`config.mk`:
```
export PLATFORM = sky130hd
export DESIGN_NAME = sleep_clkreq_ctrl
export DESIGN_NICKNAME = d
export VERILOG_FILES = /design/src/rtl/sclk_pkg.sv /design/src/rtl/sclk_regs.sv /design/src/rtl/sclk_seq.sv /design/src/rtl/sleep_clkreq_ctrl.sv
export SDC_FILE = /design/constraint.sdc
export NUM_CORES = 1
export LEC_CHECK = 0
export ABC_CLOCK_PERIOD_IN_PS = 1500
export BUFFER_PORTS_ARGS = -buffer_cell sky130_fd_sc_hd__clkbuf_2
export CORE_MARGIN = 3
export CORE_UTILIZATION = 31
export DETAILED_ROUTE_END_ITERATION = 10
export PLACE_DENSITY = 0.75
export SYNTH_ARGS = -nofsm -noshare
export SYNTH_HDL_FRONTEND = slang
export SYNTH_SLANG_ARGS = --single-unit
```
`constraint.sdc`:
```
create_clock -name clk -period 1.5 [get_ports clk]
set_clock_uncertainty 0.2 [all_clocks]
set_input_delay 0.075 -clock clk [delete_from_list [all_inputs] [get_ports clk]]
set_output_delay 0.075 -clock clk [all_outputs]
set_load 0.005 [all_outputs]
```
`src/rtl/sclk_pkg.sv`:
```
package sclk_pkg;

    localparam int CTRL_LIGHT_BIT = 0;
    localparam int CTRL_WREQ_BIT  = 1;
    localparam int CTRL_WACK_BIT  = 2;
    localparam int CTRL_USED_W    = 3;

    typedef enum logic [1:0] {
        ST_RUN   = 2'd0,
        ST_KEEP  = 2'd1,
        ST_GATED = 2'd2,
        ST_WAIT  = 2'd3
    } slp_state_e;

    typedef struct packed {
        logic light;
        logic wreq;
        logic wack;
    } ctrl_t;

endpackage

```
`src/rtl/sclk_regs.sv`:
```
module sclk_regs
    import sclk_pkg::*;
#(
    parameter int          ADDR_W   = 12,
    parameter int          DATA_W   = 32,
    parameter logic [11:0] CTRL_OFF = 12'h008
) (
    input  logic              clk,
    input  logic              rst_n,
    input  logic              psel,
    input  logic              penable,
    input  logic              pwrite,
    input  logic [ADDR_W-1:0] paddr,
    input  logic [DATA_W-1:0] pwdata,
    input  logic              wic_ack_i,
    output logic [DATA_W-1:0] prdata,
    output logic              light_o,
    output logic              wreq_o,
    output logic              wack_o
);

    localparam logic [ADDR_W-1:0] OFF = ADDR_W'(CTRL_OFF);

    ctrl_t r_d, r_q;
    logic  wr_hit, rd_hit;
    logic  unused_wdata;

    assign unused_wdata = ^pwdata;

    always_comb begin
        r_d    = r_q;
        wr_hit = psel && penable && pwrite && (paddr == OFF);
        rd_hit = psel && !pwrite && (paddr == OFF);
        if (wr_hit) begin
            r_d.light = pwdata[CTRL_LIGHT_BIT];
            r_d.wreq  = pwdata[CTRL_WREQ_BIT];
        end
        // acknowledge is accepted only when it agrees with the request
        if (wic_ack_i == r_q.wreq) begin
            r_d.wack = wic_ack_i;
        end
        prdata = '0;
        if (rd_hit) begin
            prdata[CTRL_LIGHT_BIT] = r_q.light;
            prdata[CTRL_WREQ_BIT]  = r_q.wreq;
            prdata[CTRL_WACK_BIT]  = r_q.wack;
        end
    end

    always_ff @(posedge clk or negedge rst_n) begin
        if (!rst_n) begin
            r_q <= '{light: 1'b0, wreq: 1'b1, wack: 1'b0};
        end else begin
            r_q <= r_d;
        end
    end

    assign light_o = r_q.light;
    assign wreq_o  = r_q.wreq;
    assign wack_o  = r_q.wack;

    // the acknowledge only ever moves to the value the request held
    a_r7_ack_follows_req: assert property (@(posedge clk) disable iff (!rst_n)
        !$stable(r_q.wack) |-> (r_q.wack == $past(r_q.wreq)));

    // unused register bits always read as zero
    a_r9_upper_zero: assert property (@(posedge clk) disable iff (!rst_n)
        prdata[DATA_W-1:CTRL_USED_W] == '0);

endmodule

```
`src/rtl/sclk_seq.sv`:
```
module sclk_seq
    import sclk_pkg::*;
#(
    parameter int WAKE_LAT = 5
) (
    input  logic clk,
    input  logic rst_n,
    input  logic enter_i,
    input  logic deep_i,
    input  logic wake_i,
    input  logic light_i,
    input  logic wreq_i,
    input  logic wack_i,
    output logic clk_req_o,
    output logic resume_o,
    output logic wic_sleep_o
);

    localparam int CNT_W = (WAKE_LAT < 2) ? 1 : $clog2(WAKE_LAT);
    localparam logic [CNT_W-1:0] CNT_LOAD = CNT_W'(WAKE_LAT - 1);

    typedef struct packed {
        slp_state_e       state;
        logic [CNT_W-1:0] cnt;
        logic             resume;
        logic             wic;
    } seq_t;

    seq_t s_d, s_q;

    always_comb begin
        s_d        = s_q;
        s_d.resume = 1'b0;
        unique case (s_q.state)
            ST_RUN: begin
                if (enter_i) begin
                    if (deep_i || !light_i) begin
                        s_d.state = ST_GATED;
                    end else begin
                        s_d.state = ST_KEEP;
                    end
                    s_d.wic = deep_i && wreq_i && wack_i;
                end
            end
            ST_KEEP: begin
                if (wake_i) begin
                    s_d.state  = ST_RUN;
                    s_d.resume = 1'b1;
                end
            end
            ST_GATED: begin
                if (wake_i) begin
                    s_d.state = ST_WAIT;
                    s_d.cnt   = CNT_LOAD;
                    s_d.wic   = 1'b0;
                end
            end
            ST_WAIT: begin
                if (s_q.cnt == '0) begin
                    s_d.state  = ST_RUN;
                    s_d.resume = 1'b1;
                end else begin
                    s_d.cnt = s_q.cnt - 1'b1;
                end
            end
            default: s_d.state = ST_RUN;
        endcase
    end

    always_ff @(posedge clk or negedge rst_n) begin
        if (!rst_n) begin
            s_q <= '{state: ST_RUN, cnt: '0, resume: 1'b0, wic: 1'b0};
        end else begin
            s_q <= s_d;
        end
    end

    assign clk_req_o   = (s_q.state != ST_GATED);
    assign resume_o    = s_q.resume;
    assign wic_sleep_o = s_q.wic;

    // a releasing entry drops the clock request in the next cycle
    a_r2_r4_drop: assert property (@(posedge clk) disable iff (!rst_n)
        (s_q.state == ST_RUN && enter_i && (deep_i || !light_i)) |=> !clk_req_o);

    // shallow entry with light-sleep keeps clocks requested
    a_r3_keep: assert property (@(posedge clk) disable iff (!rst_n)
        (s_q.state == ST_RUN && enter_i && !deep_i && light_i) |=> clk_req_o);

    // clock request first, resume held back
    a_r5_clk_first: assert property (@(posedge clk) disable iff (!rst_n)
        (s_q.state == ST_GATED && wake_i) |=> (clk_req_o && !resume_o));

    // kept-clock wake resumes at once
    a_r6_fast_resume: assert property (@(posedge clk) disable iff (!rst_n)
        (s_q.state == ST_KEEP && wake_i) |=> resume_o);

    // resume is a single-cycle strobe
    a_r6_pulse: assert property (@(posedge clk) disable iff (!rst_n)
        resume_o |=> !resume_o);

    // no resume strobe follows a cycle spent running
    a_r11_run_quiet: assert property (@(posedge clk) disable iff (!rst_n)
        (s_q.state == ST_RUN) |=> !resume_o);

    // a WIC sleep is always a released-clock sleep
    a_r8_wic_gated: assert property (@(posedge clk) disable iff (!rst_n)
        wic_sleep_o |-> !clk_req_o);

endmodule

```
`src/rtl/sleep_clkreq_ctrl.sv`:
```
module sleep_clkreq_ctrl
    import sclk_pkg::*;
#(
    parameter int          ADDR_W   = 12,
    parameter int          DATA_W   = 32,
    parameter logic [11:0] CTRL_OFF = 12'h008,
    parameter int          WAKE_LAT = 5
) (
    input  logic              clk,
    input  logic              rst_n,
    input  logic              psel,
    input  logic              penable,
    input  logic              pwrite,
    input  logic [ADDR_W-1:0] paddr,
    input  logic [DATA_W-1:0] pwdata,
    output logic [DATA_W-1:0] prdata,
    output logic              pready,
    output logic              pslverr,
    input  logic              slp_enter,
    input  logic              slp_deep,
    input  logic              wake_evt,
    input  logic              wic_ack_in,
    output logic              clk_req,
    output logic              core_resume,
    output logic              wic_en_req,
    output logic              wic_sleep
);

    logic light_q, wreq_q, wack_q;

    sclk_regs #(
        .ADDR_W   (ADDR_W),
        .DATA_W   (DATA_W),
        .CTRL_OFF (CTRL_OFF)
    ) u_regs (
        .clk       (clk),
        .rst_n     (rst_n),
        .psel      (psel),
        .penable   (penable),
        .pwrite    (pwrite),
        .paddr     (paddr),
        .pwdata    (pwdata),
        .wic_ack_i (wic_ack_in),
        .prdata    (prdata),
        .light_o   (light_q),
        .wreq_o    (wreq_q),
        .wack_o    (wack_q)
    );

    sclk_seq #(
        .WAKE_LAT (WAKE_LAT)
    ) u_seq (
        .clk         (clk),
        .rst_n       (rst_n),
        .enter_i     (slp_enter),
        .deep_i      (slp_deep),
        .wake_i      (wake_evt),
        .light_i     (light_q),
        .wreq_i      (wreq_q),
        .wack_i      (wack_q),
        .clk_req_o   (clk_req),
        .resume_o    (core_resume),
        .wic_sleep_o (wic_sleep)
    );

    assign wic_en_req = wreq_q;
    assign pready     = 1'b1;
    assign pslverr    = 1'b0;

    // zero-wait, error-free bus
    a_r10_no_wait: assert property (@(posedge clk) disable iff (!rst_n)
        psel |-> (pready && !pslverr));

endmodule

```
==> impl_summary.log <==
INFO  metric fillerInstances = between 200 and 300
INFO  metric fmaxAchievable = about 680 MHz
INFO  metric finalNonFillerCells = 170
INFO  metric crit_path_cell_trace = inv_2, ha_4, nor2b_4, buf_6, nand2_2, o21ai_2, a22o_1
INFO  metric critical_path.top_delay_family = flip-flops
INFO  metric timing.setup.critical_path_class = register to register
INFO  metric period_share = 98.07%
INFO  metric syn_inst = 97
INFO  metric maxCapViolations = 0
INFO  metric final_tns_setup = 0 ns
INFO  metric initial_core_util = 33.18%
INFO  metric hold_violations = 0
INFO  metric timing.critical_path.from_type = register
INFO  metric vias = 740
INFO  metric mappedNetlistArea = 829.5 sq um
INFO  metric status = complete, no violations
INFO  metric routed.top_layer = met4
INFO  metric wl_met2 = 950 um
INFO  metric critPathMaxStageDelay = approximately 0.36 ns
INFO  metric hold_path_end = u_seq.s_q[6]
INFO  metric ctsHtreeMaxLevel = 1
INFO  metric rsz0062_at_grt = yes
INFO  metric detailroute.wirelength.met3 = 236 um
INFO  metric bufs_and_invs_on_worst_path = 2
INFO  metric worst_slack = 0.02897 ns
INFO  metric wire_length_of_the_first_global_routing_pass = 2753 um
INFO  metric wirelength = 1881 um
INFO  metric worst-endpoint-arrival = between 1 and 1.5 ns
INFO  metric combinational_share_of_power = 50.4%
INFO  metric final_net_count = a little under 200
INFO  metric initialDrtViolationCount = 13
INFO  metric worst_r2r_endpoint = u_seq.s_q[2]
INFO  metric cellLeakagePower = 0.5845 nW
INFO  metric route.detailed.vias_per_inst = 4.353
INFO  metric worst_setup_hold_path_clk_slew = 0.08 ns
INFO  metric ys_seq_area_share = 30.32%
INFO  metric timing.critical_path.to_type = register
INFO  metric clock_tree_from_tritoncts = done
INFO  metric post_layout_inst_area = 1087 sq um
INFO  metric drive_above_1_share = 37.86%
INFO  metric weighted_congestion_at_the_end_of_routability_driven_global_placement = 0.8239
INFO  metric timing.final.crit_period = 1.471 ns
INFO  metric die-width = just under 60 um
INFO  metric critical_path_peak_fanout = 5
INFO  metric drt_drc_violations_left = 0
INFO  metric ys.warnings.count = 0
INFO  metric clock_sinks = 10
INFO  metric numPortBuffers = 29
INFO  metric regToRegSetupSlack = approximately 0.029 ns
INFO  metric placementRows = 18
INFO  metric cellPowerDensity = 1328 nW/um^2
INFO  metric vias_in_the_first_global_route = roughly 640
INFO  metric wirelength_met1 = 688 um
INFO  metric hold_start = slp_deep
INFO  metric rr_worst_depth = 7
INFO  metric post-place-cells = 158
INFO  metric placed_area = between 900 and 1000 sq um
INFO  metric globalRouteTotalUtil = 10.86%
INFO  metric critical_path.reg2reg.startpoint = u_seq.s_q[3]
INFO  metric maximum_number_of_pins_on_one_net_before_global_route_repair = 10
INFO  metric fin_total_pwr = 0.001444 W
INFO  metric placement.setup.worst_slack = -0.05620 ns
INFO  metric synth.ff_latch_count = 10
INFO  metric power.internal = 0.0009092 W
INFO  metric cts-root-buf = sky130_fd_sc_hd__clkbuf_4
INFO  metric worstHoldPathType = primary input to register
INFO  metric setup_viol = 0
INFO  metric final_max_slew_viol_count = 0
INFO  metric worst_skew_pair.late_latency = 0.29 ns
INFO  metric drtAntennaViolNets = 0
INFO  metric wire_per_inst = roughly 11 um
INFO  metric ios = 91
INFO  metric core_area = about 2500 sq um
INFO  metric seqCellArea = 252.7 sq um
INFO  metric die-area = 3333 sq um
INFO  metric grt-ovfl-total = 0
INFO  metric detailed_place_hpwl = 1424 um
INFO  metric initial_antenna_violation_count = 0
INFO  metric cts_buffer_depth = 2
INFO  metric cts_inserted_buffers = 3
INFO  metric sw_frac_of_total = about 37%
INFO  metric synth.lib_cells_used.distinct = 30
INFO  metric p_switching = 0.0005343 W
INFO  metric multi_input_gate_area_in_the_final_layout = approximately 460 sq um
INFO  metric pwr-share-clk = roughly 18%
INFO  metric num_antenna_cells = 0
INFO  metric share_seq_of_total_power = 31.4%
INFO  metric die_height = 57.73 um
INFO  metric min_path_cells = 5
INFO  metric postSynthAreaPerCell = 8.552 sq um
INFO  metric slowest_stage = sky130_fd_sc_hd__dfrtp_1
INFO  metric detail_route.first_pass.iterations = 4
INFO  metric peakVddDrop = between 0.7 and 0.8 mV
INFO  metric required_time_at_the_endpoint_of_the_critical_path = 1.47 ns
INFO  metric area_growth = 31.07%
-- Yosys cell counts --
| cell type | count | area, sq um |
|---|---|---|
| sky130_fd_sc_hd__dfstp_2 | 1 | 26.28 |
| sky130_fd_sc_hd__conb_1 | 2 | 7.510 |
| sky130_fd_sc_hd__o22ai_1 | 1 | 6.260 |
| sky130_fd_sc_hd__mux2_4 | 2 | 30.03 |
| sky130_fd_sc_hd__dfrtp_1 | 9 | 225.2 |
| sky130_fd_sc_hd__nand4_1 | 1 | 6.260 |
| sky130_fd_sc_hd__buf_4 | 31 | 232.7 |
| sky130_fd_sc_hd__inv_1 | 8 | 30.03 |
| sky130_fd_sc_hd__o21ai_1 | 2 | 10.01 |
| sky130_fd_sc_hd__and4b_1 | 1 | 10.01 |
| sky130_fd_sc_hd__o22a_1 | 1 | 8.760 |
| sky130_fd_sc_hd__a21oi_1 | 3 | 15.01 |
| sky130_fd_sc_hd__a22o_1 | 3 | 26.28 |
| sky130_fd_sc_hd__and4_4 | 1 | 11.26 |
| sky130_fd_sc_hd__o32ai_1 | 1 | 8.760 |
| sky130_fd_sc_hd__and3_1 | 1 | 6.260 |
| sky130_fd_sc_hd__a21o_1 | 1 | 7.510 |
| sky130_fd_sc_hd__mux2i_1 | 1 | 10.01 |
| sky130_fd_sc_hd__clkbuf_1 | 2 | 7.510 |
| sky130_fd_sc_hd__a32oi_1 | 1 | 8.760 |
| sky130_fd_sc_hd__nor3_1 | 1 | 5.000 |
| sky130_fd_sc_hd__o21ai_0 | 2 | 10.01 |
| sky130_fd_sc_hd__nand2_1 | 4 | 15.01 |
| sky130_fd_sc_hd__nand2b_1 | 2 | 12.51 |
| sky130_fd_sc_hd__nand3_1 | 2 | 10.01 |
| sky130_fd_sc_hd__maj3_1 | 1 | 10.01 |
| sky130_fd_sc_hd__nor2_1 | 6 | 22.52 |
| sky130_fd_sc_hd__nor2b_1 | 3 | 18.77 |
| sky130_fd_sc_hd__nor4_1 | 1 | 6.260 |
| sky130_fd_sc_hd__ha_1 | 2 | 25.02 |
-- per-stage QoR --
stage	utilization (%)	hold slack, ns
after floorplan	-	-0.4206
after global placement	37.74	-0.2505
after detailed placement	37.74	-0.2419
after CTS	41.99	0.006701
after global routing	43.49	0.02098
final	43.49	0.008166
-- worst min-delay path, delay by kind of cell --
family	cells	cell delay, ns
buffers and inverters	2	0.15
AOI/OAI and AO/OA	2	0.17
and+or+nand+nor	1	0.06
-- placed cells by master (no fill, tap or decap), types with 2 or more instances in the layout --
cell type,count
sky130_fd_sc_hd__a22o_1,3
sky130_fd_sc_hd__dfrtp_1,8
sky130_fd_sc_hd__inv_1,6
sky130_fd_sc_hd__nand2_1,3
sky130_fd_sc_hd__inv_2,2
sky130_fd_sc_hd__clkbuf_2,28
sky130_fd_sc_hd__buf_4,6
sky130_fd_sc_hd__nor2b_1,2
sky130_fd_sc_hd__nand3_1,2
sky130_fd_sc_hd__conb_1,31
sky130_fd_sc_hd__mux2_4,2
sky130_fd_sc_hd__nor2_1,6
sky130_fd_sc_hd__a21oi_1,3
sky130_fd_sc_hd__o21ai_0,2
sky130_fd_sc_hd__dlygate4sd3_1,6
sky130_fd_sc_hd__clkbuf_4,3
-- sequential cells by signal (all words and copies together) (netlist names) --
| name | flops |
|---|---|
| u_regs.light_o | 1 |
| u_regs.wack_o | 1 |
| u_regs.wreq_o | 1 |
| u_seq.resume_o | 1 |
| u_seq.s_q | 5 |
| u_seq.wic_sleep_o | 1 |
-- how the worst max path moves through the flow --
stage,startpoint,end,cells past startpoint
2_1_floorplan,u_seq.s_q[2],u_seq.s_q[2],6
3_3_place_gp,paddr[5],u_regs.light_o,5
3_5_place_dp,paddr[5],u_regs.light_o,5
4_1_cts,u_seq.s_q[3],u_seq.s_q[2],6
5_1_grt,u_seq.s_q[3],u_seq.s_q[2],6
6_report,u_seq.s_q[3],u_seq.s_q[2],7
-- area by class of cell --
type / count / share of cell area (%)
clock buffer: 4 / 3.337
multi-input combinational: 75 / 42.00
timing repair buffer: 43 / 25.20
tap: 30 / 3.452
sequential: 10 / 23.25
inverter: 8 / 2.762
-- cells by family (layout without fill, tap and decap cells) --
group           after synthesis  in the layout  share of synthesized area, %
simple gates                 23             23                         14.93
fa+ha+maj                     3              3                         4.223
flops                        10             10                         30.32
compound gates               15             15                         12.22
buf+inv                      41             55                         32.58
mux                           3              3                         4.827
other cells                   2             31                        0.9053
-- repair_timing --
item / in CTS / in global routing
hold buffers: 7 / 0
pin swaps: 1 / 6
gates resized for setup: 0 / 10
endpoints found under the hold margin: 15 / 0
setup endpoints to repair: 1 / 7
buffers inserted: 0 / 2
-- power groups by stage --
stage	registers [W]	clock network, W	logic, W
finish	0.000454	0.000263	0.000727
floorplan	0.000407	0	0.000471
global placement	0.000439	0	0.000578
CTS	0.000442	0.000264	0.000632
detailed placement	0.000445	0	0.000606
global route	0.000464	0.000274	0.000806
-- metal layers --
metal | global-route usage, % | up-vias
met2 | 18.87 | 50
met3 | 3.786 | 2
met4 | 3.311 | 0
met1 | 12.48 | 341
met5 | 0 | -
li1 | - | 347
Note: power is estimated with default switching activity, not from simulation.
